### src/rtl/hbridge_ctrl.sv
module hbridge_ctrl #(
  parameter int DEAD_CYC  = 3,
  parameter int TOFF_CYC  = 20,
  parameter int BLANK_CYC = 12
) (
  input  logic clk,
  input  logic rst_n,
  input  logic in1_i,
  input  logic in2_i,
  input  logic dis1_i,
  input  logic en_i,
  input  logic ilim_i,
  input  logic short_i,
  input  logic warm_i,
  input  logic hot_i,
  output logic hs1_o,
  output logic ls1_o,
  output logic hs2_o,
  output logic ls2_o,
  output logic fault_n_o,
  output logic ilim_low_o,
  output logic sleep_o
);
  localparam int DW = $clog2(DEAD_CYC + 1);
  localparam int TW = $clog2(TOFF_CYC + 1);
  localparam int BW = $clog2(BLANK_CYC + 1);

  logic [7:0] raw, s1, s2;
  assign raw = {hot_i, warm_i, short_i, ilim_i, en_i, dis1_i, in2_i, in1_i};

  always_ff @(posedge clk or negedge rst_n)
    if (!rst_n) begin
      s1 <= '0;
      s2 <= '0;
    end else begin
      s1 <= raw;
      s2 <= s1;
    end

  logic [1:0] in_s;
  logic dis_s, en_s, ilim_s, short_s, warm_s, hot_s;
  assign in_s    = s2[1:0];
  assign dis_s   = s2[2];
  assign en_s    = s2[3];
  assign ilim_s  = s2[4];
  assign short_s = s2[5];
  assign warm_s  = s2[6];
  assign hot_s   = s2[7];

  logic fault_q, run_d, clr, run;
  logic [TW-1:0] tcnt;
  logic [BW-1:0] bcnt;
  logic [1:0] cur, chg, hs, ls;
  logic [DW-1:0] dcnt [2];

  assign clr = dis_s | ~en_s;
  assign run = ~clr & ~fault_q;

  for (genvar g = 0; g < 2; g++) begin : g_leg
    assign chg[g] = run && dcnt[g] == '0 && in_s[g] != cur[g];
    assign hs[g]  = run && cur[g] && dcnt[g] == '0 && tcnt == '0;
    assign ls[g]  = run && !cur[g] && dcnt[g] == '0;

    always_ff @(posedge clk or negedge rst_n)
      if (!rst_n) begin
        cur[g]  <= 1'b0;
        dcnt[g] <= '0;
      end else if (!run) begin
        cur[g]  <= in_s[g];
        dcnt[g] <= '0;
      end else if (chg[g]) begin
        cur[g]  <= in_s[g];
        dcnt[g] <= DW'(DEAD_CYC);
      end else if (dcnt[g] != '0) begin
        dcnt[g] <= dcnt[g] - 1'b1;
      end
  end

  logic chop_start, chop_end, restart, short_trip;
  assign chop_start = run && ilim_s && tcnt == '0 && hs != 2'b00;
  assign chop_end   = run && tcnt == TW'(1);
  assign restart    = (run && !run_d) || chg != 2'b00 || chop_end;
  assign short_trip = run && bcnt == BW'(1) && short_s && !restart;

  always_ff @(posedge clk or negedge rst_n)
    if (!rst_n) tcnt <= '0;
    else if (!run) tcnt <= '0;
    else if (chop_start) tcnt <= TW'(TOFF_CYC);
    else if (tcnt != '0) tcnt <= tcnt - 1'b1;

  always_ff @(posedge clk or negedge rst_n)
    if (!rst_n) bcnt <= '0;
    else if (!run) bcnt <= '0;
    else if (restart) bcnt <= BW'(BLANK_CYC);
    else if (bcnt != '0) bcnt <= bcnt - 1'b1;

  always_ff @(posedge clk or negedge rst_n)
    if (!rst_n) begin
      fault_q <= 1'b0;
      run_d   <= 1'b0;
    end else begin
      run_d <= run;
      if (clr) fault_q <= 1'b0;
      else if (hot_s || short_trip) fault_q <= 1'b1;
    end

  assign hs1_o      = hs[0];
  assign ls1_o      = ls[0];
  assign hs2_o      = hs[1];
  assign ls2_o      = ls[1];
  assign fault_n_o  = ~fault_q;
  assign ilim_low_o = warm_s;
  assign sleep_o    = ~en_s;

  AST_NO_SHOOT_THRU: assert property (@(posedge clk) disable iff (!rst_n)
    !(hs1_o && ls1_o) && !(hs2_o && ls2_o));
  AST_DEAD_GAP: assert property (@(posedge clk) disable iff (!rst_n)
    ($fell(ls1_o) && run) |=> !hs1_o);
  AST_DISABLED_OFF: assert property (@(posedge clk) disable iff (!rst_n)
    clr |-> !(hs1_o || ls1_o || hs2_o || ls2_o));
  AST_CHOP_HS_OFF: assert property (@(posedge clk) disable iff (!rst_n)
    (tcnt != '0) |-> !(hs1_o || hs2_o));
  AST_FAULT_OFF: assert property (@(posedge clk) disable iff (!rst_n)
    !fault_n_o |-> !(hs1_o || ls1_o || hs2_o || ls2_o));
  AST_FAULT_HOLD: assert property (@(posedge clk) disable iff (!rst_n)
    (fault_q && !clr) |=> fault_q);
  AST_TRIP_CAUSE: assert property (@(posedge clk) disable iff (!rst_n)
    $rose(fault_q) |-> ($past(hot_s) || $past(bcnt == BW'(1) && short_s)));
endmodule

### config.mk
export PLATFORM = sky130hd
export DESIGN_NAME = hbridge_ctrl
export DESIGN_NICKNAME = d
export VERILOG_FILES = /design/src/rtl/hbridge_ctrl.sv
export SDC_FILE = /design/constraint.sdc
export NUM_CORES = 1
export LEC_CHECK = 0
export BUFFER_PORTS_ARGS = -buffer_cell sky130_fd_sc_hd__buf_2
export CORE_UTILIZATION = 50
export DETAILED_ROUTE_END_ITERATION = 16
export GPL_ROUTABILITY_DRIVEN = 0
export PLACE_DENSITY = 0.7
export SLEW_MARGIN = 15
export SYNTH_ARGS = -nofsm -noshare
export SYNTH_HDL_FRONTEND = slang
export SYNTH_SLANG_ARGS = --single-unit
export TNS_END_PERCENT = 1
### constraint.sdc
create_clock -name clk -period 1.6 [get_ports clk]
set_input_delay 0.32 -clock clk [delete_from_list [all_inputs] [get_ports clk]]
set_output_delay 0.32 -clock clk [all_outputs]
set_load 0.005 [all_outputs]
==> results of run 1 <==
logic make-up (layout without fill, tap and decap cells):
family / count (synthesis) / count (layout) / synth area share (%)
mux: 2 / 2 / 1.575
fa+ha+maj: 8 / 8 / 6.999
flops: 33 / 33 / 57.74
compound gates: 22 / 22 / 11.98
simple gates: 37 / 37 / 13.83
xor+xnor: 5 / 5 / 3.588
buf+inv: 14 / 49 / 4.286
worst min path at each step:
stage / start / end / depth (start not counted)
floorplan: rst_n / bcnt[0] / 0
detailed placement: s1[3] / s2[3] / 0
CTS: en_i / s1[3] / 1
finish: en_i / s1[3] / 1
global route: en_i / s1[3] / 1
global placement: s1[4] / s2[4] / 0
layer usage:
metal  vias up  wire, um  GRT usage (%)
li1        475         -              -
met4         0        43          6.429
met3         6       118          6.323
met5         -         0              0
met1       493      1080          22.66
met2        24      1228          32.19
placed cells by master (no fill, tap or decap), types with 3 or more instances in the layout:
| master | synthesis | final |
|---|---|---|
| buf_2 | 1 | 16 |
| nor2_1 | 8 | 8 |
| dfrtp_1 | 33 | 33 |
| nand2b_1 | 3 | 3 |
| nor3_1 | 6 | 4 |
| ha_1 | 8 | 5 |
| nand2_1 | 8 | 7 |
| nor3_2 | 1 | 3 |
| inv_1 | 11 | 6 |
| xnor2_1 | 3 | 3 |
| buf_4 | 0 | 12 |
| clkbuf_4 | 0 | 5 |
| a21oi_1 | 4 | 4 |
| inv_2 | 1 | 5 |
| o21ai_0 | 3 | 3 |
metrics by stage:
step           utilization (%)  instances  total power, mW
2_1_floorplan                -        121            1.194
3_3_place_gp             57.44        171            1.273
3_5_place_dp             57.44        171            1.284
4_1_cts                  65.22        187            2.165
5_1_grt                  65.49        187            2.271
6_report                 65.49        187            2.153
registers in the layout, indices dropped and copies added (netlist names):
register / count
bcnt: 4
fault_q: 1
s1: 8
dcnt: 4
s2: 8
cur: 2
run_d: 1
tcnt: 5
worst register-to-register path, stage by stage, from the launching register on:
cell and delay, ps:
dfrtp_1 380, inv_2 70, ha_4 160, and2_4 160
buf_4 140, buf_4 150, or2_1 210, a21oi_2 130
power breakdown:
| part | internal (mW) | total (mW) | switching (mW) | leakage, nW |
|---|---|---|---|---|
| Sequential | 0.886 | 0.923 | 0.0367 | 0.412 |
| Clock | 0.492 | 0.793 | 0.302 | 0.0558 |
| Combinational | 0.216 | 0.437 | 0.221 | 0.360 |
| Total | 1.59 | 2.15 | 0.559 | 0.828 |
area by class of cell:
type	count	area (sq um)
multi-input cells	74	591.8
fillers	222	943.4
repair buffers	29	180.2
well taps	31	38.79
inverters	12	47.55
clock buffers	5	37.54
flip-flops and latches	33	825.8
clock inverters	3	68.82
timing repair:
| action | in CTS | in global routing |
|---|---|---|
| endpoints found under the setup margin | 4 | 5 |
| pin swaps | 5 | 3 |
| hold endpoints to repair | 25 | 0 |
| buffers inserted | 7 | 0 |
| hold buffers | 1 | 0 |
| resized for setup | 13 | 4 |
==> metrics.yaml, run 1 <==
placed_area_sq_mm: 0.001570
drive_above_1_share_pct: 39.74
wl_mm: 2.470
setup.worst_path.end_class: "output port"
r2r_slack_ps: 150
die_y_um: 55.48
cpLargestDelayFamily: "simple AND/OR/NAND/NOR gates"
coreArea_sq_mm: 0.002734
rows: 19
drv_slew: 0
setup_slack_ps: -162.0
fin_nets: 173
cp-endpoint: "hs2_o"
fmax_mhz: 567.5
tightest_slew_ps: 401.8
slowest_stage: "dfrtp_1"
cts_buffer_depth: 2
cp.depth: 5
worstReg2RegStart: "tcnt[1]"
worst_setup_path_start_kind: "flop"
netlist.area_leader.share_pct: 57.74
hold_path.class: "input pin to flop"
skew_ps: 9.113
firstDrtPassIters: 4
ys_warn_count: 0
power.leakage_nw: 0.8282
vias: 998
cts.clk_slew.worst_paths_ps: 110
initial_core_util_pct: 52.31
path_buf_inv: 1
grt_pass1_vias: 1014
grt_max_degree: 34
synthToLayoutAreaGrowth_pct: 25.20
antenna_left: 0
synth_flop_cell: "dfrtp_1"
synth_nets: 139
min_period_over_period_pct: 110.1
maxCapViolCount: 0
tritoncts: "yes"
postSynthCellCount: 121
drtIter0Drc: 18
path_cells: "nor3_2 -> and2_4 -> nand2_2 -> nor3_2 -> buf_2"
cts_max_level: 2
rsz0062_at_grt: "yes"
ir_drop_mv: 1.202
synth_cell_type_count: 40
final_hold_viol_count: 0
diodes: 0
status: "finished with violations"
place_ws_ps: 30.18
synth_most_common_cell: "dfrtp_1"
numClockSinks: 33
netlist_area_sq_mm: 0.001430
dpl.hpwl_mm: 1.687
grt_pass1_wl_mm: 4.388
setup_viol: 4
synth-edff-count: 0
wl_per_cell_um: 13.21
regToRegEndpoint: "tcnt[1]"
power_density_mw_per_mm2: 1203
routed_via_density: 5.337
grt_overflow: 0
yosysSeqAreaShare_pct: 57.74
async_flop_share_pct: 100.0
synth.top_cells.by_area: "dfrtp_1 58%, ha_1 7.0%, inv_1 2.9%"
worst_path_most_repeated_cell: "nor3_2"
worst-r2r-cell-count: 7
num_io_pins: 17
antenna_found_initial: 0
die-area_sq_mm: 0.003078
clock_latency_ps: 340
die_w_um: 55.48
slowest_delay_ps: 410
final_area_sq_mm: 0.001790
cp-startpoint: "tcnt[4]"
syn_area_per_cell_sq_um: 11.82
drc: 0
synth_area_leader_cell: "dfrtp_1"
timing.slew.headroom_pct: 73.22
ys_top_cells_by_count: "33 x dfrtp_1, 11 x inv_1, 8 x ha_1, 8 x nand2_1, 8 x nor2_1"
arrival_ps: 1440
whs_ps: 80.47
criticalPathCategory: "flop to output port"
critPathMaxFanout: 3
track_usage_pct: 18.99
cts-root-buf: "clkbuf_4"
crit_required_ps: 1280
io_buffers: 16
finalSetupTns_ps: -493.5
numCtsBuffers: 5
final.min_clock_period_ps: 1762
violations: "setup timing"
ys_ff_latch: 33
Power figures use the tool's default switching activity.
==> run 2, diff against run 1 <==
--- a/config.mk
+++ b/config.mk
@@ -9,7 +9,7 @@
 export CORE_UTILIZATION = 50
 export DETAILED_ROUTE_END_ITERATION = 16
 export GPL_ROUTABILITY_DRIVEN = 0
-export PLACE_DENSITY = 0.7
+export PLACE_DENSITY = 0.68
 export SLEW_MARGIN = 15
 export SYNTH_ARGS = -nofsm -noshare
 export SYNTH_HDL_FRONTEND = slang
==> metrics.yaml, run 2 (synthesis results as in run 1) <==
routed_via_density: 5.277  # -1.1%
dp_cells: 172  # +0.58%
num_io_pins: 17  # unchanged
track_usage_pct: 18.55  # -0.44 points
power_density_mw_per_mm2: 1058  # -12%
drc: 0  # unchanged
criticalPathCategory: "flop to output port"
final_common_cell: "dfrtp_1"
hold_path.class: "input pin to flop"
antenna_left: 0  # unchanged
power.leakage_nw: 0.7945  # -4.1%
wl_per_cell_um: 13.23  # +0.15%
final_cell_mix: "32 x dfrtp_1, 16 x buf_2, 10 x buf_4"
die-area_sq_mm: 0.003078  # unchanged
critPathMaxFanout: 3  # unchanged
firstDrtPassIters: 4  # unchanged
drive_above_1_share_pct: 38.56  # -1.2 points
diodes: 0  # unchanged
cts_buffer_depth: 2  # unchanged
final_hold_viol_count: 0  # unchanged
drtIter0Drc: 12  # -6
grt_pass1_wl_mm: 4.243  # -3.3%
fin_nets: 171  # -1.2%
crit_required_ps: 1280  # about the same
grt_overflow: 0  # unchanged
slowest_stage: "dfrtp_1"
maxCapViolCount: 0  # unchanged
path_cells: "inv_2 -> ha_4 -> and2_4 -> nand2_2 -> nor3_2 -> buf_2"
wl_mm: 2.434  # -1.5%
die_y_um: 55.48  # unchanged
tightest_slew_ps: 397.2  # -4.573 ps
final.min_clock_period_ps: 1769  # +6.664 ps
status: "finished with violations"
finalSetupTns_ps: -567.3  # -73.82 ps
drv_slew: 0  # unchanged
initial_core_util_pct: 52.31  # unchanged
coreArea_sq_mm: 0.002734  # unchanged
die_w_um: 55.48  # unchanged
numClockSinks: 33  # unchanged
largestRegisters: "s1 (8), s2 (8), tcnt (5)"
violations: "setup timing"
grt_max_degree: 34  # unchanged
arrival_ps: 1450  # about the same
antenna_found_initial: 0  # unchanged
rows: 19  # unchanged
rsz0062_at_grt: "yes"
min_period_over_period_pct: 110.5  # +0.42 points
vias: 971  # -2.7%
cts.clk_slew.worst_paths_ps: 100  # about the same
clock_latency_ps: 340  # about the same
slowest_delay_ps: 430  # +20 ps
numCtsBuffers: 5  # unchanged
synthToLayoutAreaGrowth_pct: 21.35
setup_slack_ps: -168.7  # -6.664 ps
grt_pass1_vias: 973  # -4.0%
setup.worst_path.end_class: "output port"
cts_max_level: 2  # unchanged
dpl.hpwl_mm: 1.674  # -0.79%
cts-root-buf: "clkbuf_4"
skew_ps: 10.60  # +1.490 ps
tritoncts: "yes"
ir_drop_mv: 0.9484  # -21%
io_buffers: 16  # unchanged
setup_viol: 4  # unchanged
fmax_mhz: 565.4  # -0.38%
worst_setup_path_start_kind: "flop"
timing.slew.headroom_pct: 73.52  # +0.30 points
instances_no_fill: 184  # -1.6%
run 2: cell types whose count changed in the layout (fill, tap and decap cells not counted), moves of 2 or more:
cell	change
bufinv_16	-2
inv_1	+2
inv_2	-2
buf_4	-2
nor3_2	-2
run 2: per-layer routing:
metal / up-vias / wire [um] / GRT usage, % / share of wire, %
met3: 6 / 148 / 7.260 / 6.1
met2: 31 / 1141 / 29.26 / 47
li1: 475 / - / - / -
met4: 0 / 42 / 7.500 / 1.7
met1: 459 / 1102 / 22.89 / 45
met5: - / 0 / 0 / 0
run 2: worst paths after layout:
check,depth (start not counted),to,start,slack [ps]
setup / recovery,6,hs2_o,tcnt[1],-170
hold / removal,1,s1[6],warm_i,90
setup reg to reg,7,tcnt[4],tcnt[0],120
hold reg to reg,0,s2[7],s1[7],350
max in group asynchronous,3,tcnt[2],rst_n,770
min in group asynchronous,3,bcnt[2],rst_n,510
run 2: what timing repair did:
| item | 4_1_cts | 5_1_grt |
|---|---|---|
| pin swaps | 1 | 0 |
| gates cloned | 0 | 0 |
| hold buffers | 1 | 0 |
| buffers inserted | 2 | 2 |
| setup endpoints to repair | 4 | 5 |
| endpoints found under the hold margin | 8 | 0 |
| resized for setup | 7 | 11 |
run 2: power breakdown:
group	total, mW	switching [mW]	internal (mW)	leakage (nW)
Combinational	0.427	0.219	0.208	0.353
Clock	0.482	0.277	0.205	0.0303
Sequential	0.927	0.0399	0.887	0.411
Total	1.84	0.535	1.30	0.795
run 2: stage by stage:
| stage | hold slack, ps | setup slack (ps) | utilization [%] | cell area, sq um | total power [mW] |
|---|---|---|---|---|---|
| finish | 85.66 | -168.7 | 63.48 | 1735 | 1.836 |
| global route | 57.90 | -237.1 | 63.48 | 1735 | 1.939 |
| CTS | 76.26 | -192.4 | 61.78 | 1689 | 1.808 |
| detailed placement | 334.7 | 113.9 | 57.71 | 1578 | 1.287 |
| global placement | 334.0 | 88.83 | 57.71 | 1578 | 1.278 |
| floorplan | 24.41 | 146.4 | - | 1430 | 1.194 |
run 2: critical path: cells and delay by family (launching register included):
family	cells	cell delay [ps]
and+or+nand+nor	3	300
adders and majority gates	1	150
buffers and inverters	2	240
DFF	1	430
run 2: cell type report:
type,instances,area (sq um)
clock inverters,1,7.507
flip-flops and latches,33,827.0
fillers,209,998.5
repair buffers,27,165.2
well taps,31,38.79
multi-input cells,74,598.1
inverters,12,47.55
clock buffers,6,51.30
==> run 3, diff against run 2 <==
--- a/config.mk
+++ b/config.mk
@@ -5,11 +5,12 @@
 export SDC_FILE = /design/constraint.sdc
 export NUM_CORES = 1
 export LEC_CHECK = 0
+export ABC_CLOCK_PERIOD_IN_PS = 1600
 export BUFFER_PORTS_ARGS = -buffer_cell sky130_fd_sc_hd__buf_2
-export CORE_UTILIZATION = 50
+export CORE_UTILIZATION = 45
 export DETAILED_ROUTE_END_ITERATION = 16
 export GPL_ROUTABILITY_DRIVEN = 0
-export PLACE_DENSITY = 0.68
+export PLACE_DENSITY = 0.62
 export SLEW_MARGIN = 15
 export SYNTH_ARGS = -nofsm -noshare
 export SYNTH_HDL_FRONTEND = slang
==> metrics.yaml, run 3 (synthesis results as in run 1) <==
grt_max_degree: 34  # unchanged
violations: "hold timing, setup timing"
maxCapViolCount: 0  # unchanged
cts.clk_slew.worst_paths_ps: 100  # about the same
dpl.hpwl_mm: 1.632  # -2.5%
whs_ps: -9.509  # -95.17 ps
io_buffers: 16  # unchanged
final_cell_mix: "33 x dfrtp_1, 16 x buf_2, 14 x buf_4"
grt_overflow: 0  # unchanged
grt_pass1_wl_mm: 4.160  # -2.0%
numClockSinks: 33  # unchanged
antenna_left: 0  # unchanged
cts_max_level: 2  # unchanged
synthToLayoutAreaGrowth_pct: 24.85
criticalPathCategory: "flop to output port"
wl_per_cell_um: 12.24  # -7.4%
clock_latency_ps: 330  # about the same
hold_path.class: "input pin to asynchronous set/reset pin"
rows: 20  # +1
die-area_sq_mm: 0.003408  # +11%
die_w_um: 58.38  # +5.2%
wl_mm: 2.461  # +1.1%
drtIter0Drc: 30  # +18
tightest_slew_ps: 402.1  # +4.944 ps
antenna_found_initial: 0  # unchanged
fin_nets: 174  # +1.8%
place_ws_ps: 74.49  # -39.42 ps
slowest_stage: "dfrtp_1"
rsz0062_at_grt: "yes"
diodes: 0  # unchanged
skew_ps: 7.703  # -2.901 ps
initial_core_util_pct: 47.23  # -5.1 points
pwr-share-clk_pct: 32.4  # +6.1 points
drc: 0  # unchanged
slowest_delay_ps: 410  # -20 ps
crit_required_ps: 1280  # about the same
critPathMaxFanout: 3  # unchanged
largestRegisters: "s1 (8), s2 (8), tcnt (5)"
fmax_mhz: 570.7  # +0.95%
ir_drop_mv: 0.7172  # -24%
switching_share_pct: 26.17  # -3.0 points
cts-root-buf: "clkbuf_4"
p_total_mw: 1.988  # +8.3%
status: "finished with violations"
numCtsBuffers: 5  # unchanged
final_hold_viol_count: 7  # +7
final.min_clock_period_ps: 1752  # -16.56 ps
final_area_sq_mm: 0.001785  # +2.9%
grt_pass1_vias: 945  # -2.9%
setup_viol: 4  # unchanged
coreArea_sq_mm: 0.003028  # +11%
vias: 974  # +0.31%
path_cells: "nor3_2 -> and2_4 -> nand2_2 -> nor3_2 -> buf_2"
setup_slack_ps: -152.2  # +16.56 ps
intPower_mw: 1.468  # +13%
setup.worst_path.end_class: "output port"
instances_no_fill: 201  # +9.2%
switchingPower_mw: 0.5203  # -2.8%
tritoncts: "yes"
drive_above_1_share_pct: 38.22  # -0.35 points
num_io_pins: 17  # unchanged
hold_buffers: 0  # -1
power.leakage_nw: 0.8279  # +4.2%
drv_slew: 0  # unchanged
placed_area_sq_mm: 0.001587  # +0.56%
worst_setup_path_start_kind: "flop"
dp_cells: 184  # +7.0%
combPwrFrac_pct: 21.3  # -2.0 points
firstDrtPassIters: 4  # unchanged
track_usage_pct: 17.18  # -1.4 points
timing.slew.headroom_pct: 73.19  # -0.33 points
cts_buffer_depth: 2  # unchanged
worst_path_most_repeated_cell: "nor3_2"
pwr-share-seq_pct: 46.4  # -4.1 points
final_common_cell: "dfrtp_1"
arrival_ps: 1430  # -20 ps
routed_via_density: 4.846  # -8.2%
die_y_um: 58.38  # +5.2%
power_density_mw_per_mm2: 1113  # +5.3%
min_period_over_period_pct: 109.5  # -1.0 points
run 3: critical path: cells and delay by family (launching register included):
kind	cells	cell delay, ps
buffers and inverters	1	130
and+or+nand+nor	4	580
DFF	1	410
run 3: final timing paths:
kind,start,end,slack [ps],cells after the start
hold / removal,rst_n,bcnt[1],-10,2
hold reg to reg,s1[5],s2[5],350,0
min in group clk,warm_i,s1[6],90,1
setup reg to reg,tcnt[0],tcnt[4],130,7
setup / recovery,tcnt[4],hs2_o,-150,5
max in group asynchronous,rst_n,tcnt[1],1310,2
run 3: final cells by class:
class / count / area (sq um)
well taps: 44 / 55.05
repair buffers: 30 / 185.2
multi-input cells: 74 / 589.3
inverters: 12 / 45.04
flip-flops and latches: 33 / 825.8
clock buffers: 7 / 55.05
clock inverters: 1 / 30.03
fillers: 251 / 1242
run 3: what timing repair did:
action,CTS,global route
buffers inserted,7,2
endpoints found under the setup margin,4,5
pin swaps,2,2
gates resized for setup,9,4
run 3: layer usage:
layer	vias to the layer above	global-route usage (%)	wire, um
met5	-	0	0
met4	0	7.143	21
met3	2	6.593	99
met2	19	27.75	1199
met1	473	20.74	1140
li1	480	-	-
run 3: power by group through the flow:
stage | Sequential (mW) | Clock, mW | Combinational (mW)
2_1_floorplan | 0.931 | 0 | 0.263
3_3_place_gp | 0.937 | 0 | 0.341
3_5_place_dp | 0.940 | 0 | 0.346
4_1_cts | 0.922 | 0.663 | 0.411
5_1_grt | 0.929 | 0.697 | 0.474
6_report | 0.922 | 0.643 | 0.423
run 3: per-stage QoR:
stage	utilization, %	hold slack (ps)	setup TNS (ps)
final	58.97	-9.509	-457.4
after global routing	58.97	7.596	-892.0
after CTS	58.10	0.9115	-574.3
after detailed placement	52.40	340.3	0
after global placement	52.40	332.5	0
after floorplan	-	24.41	0
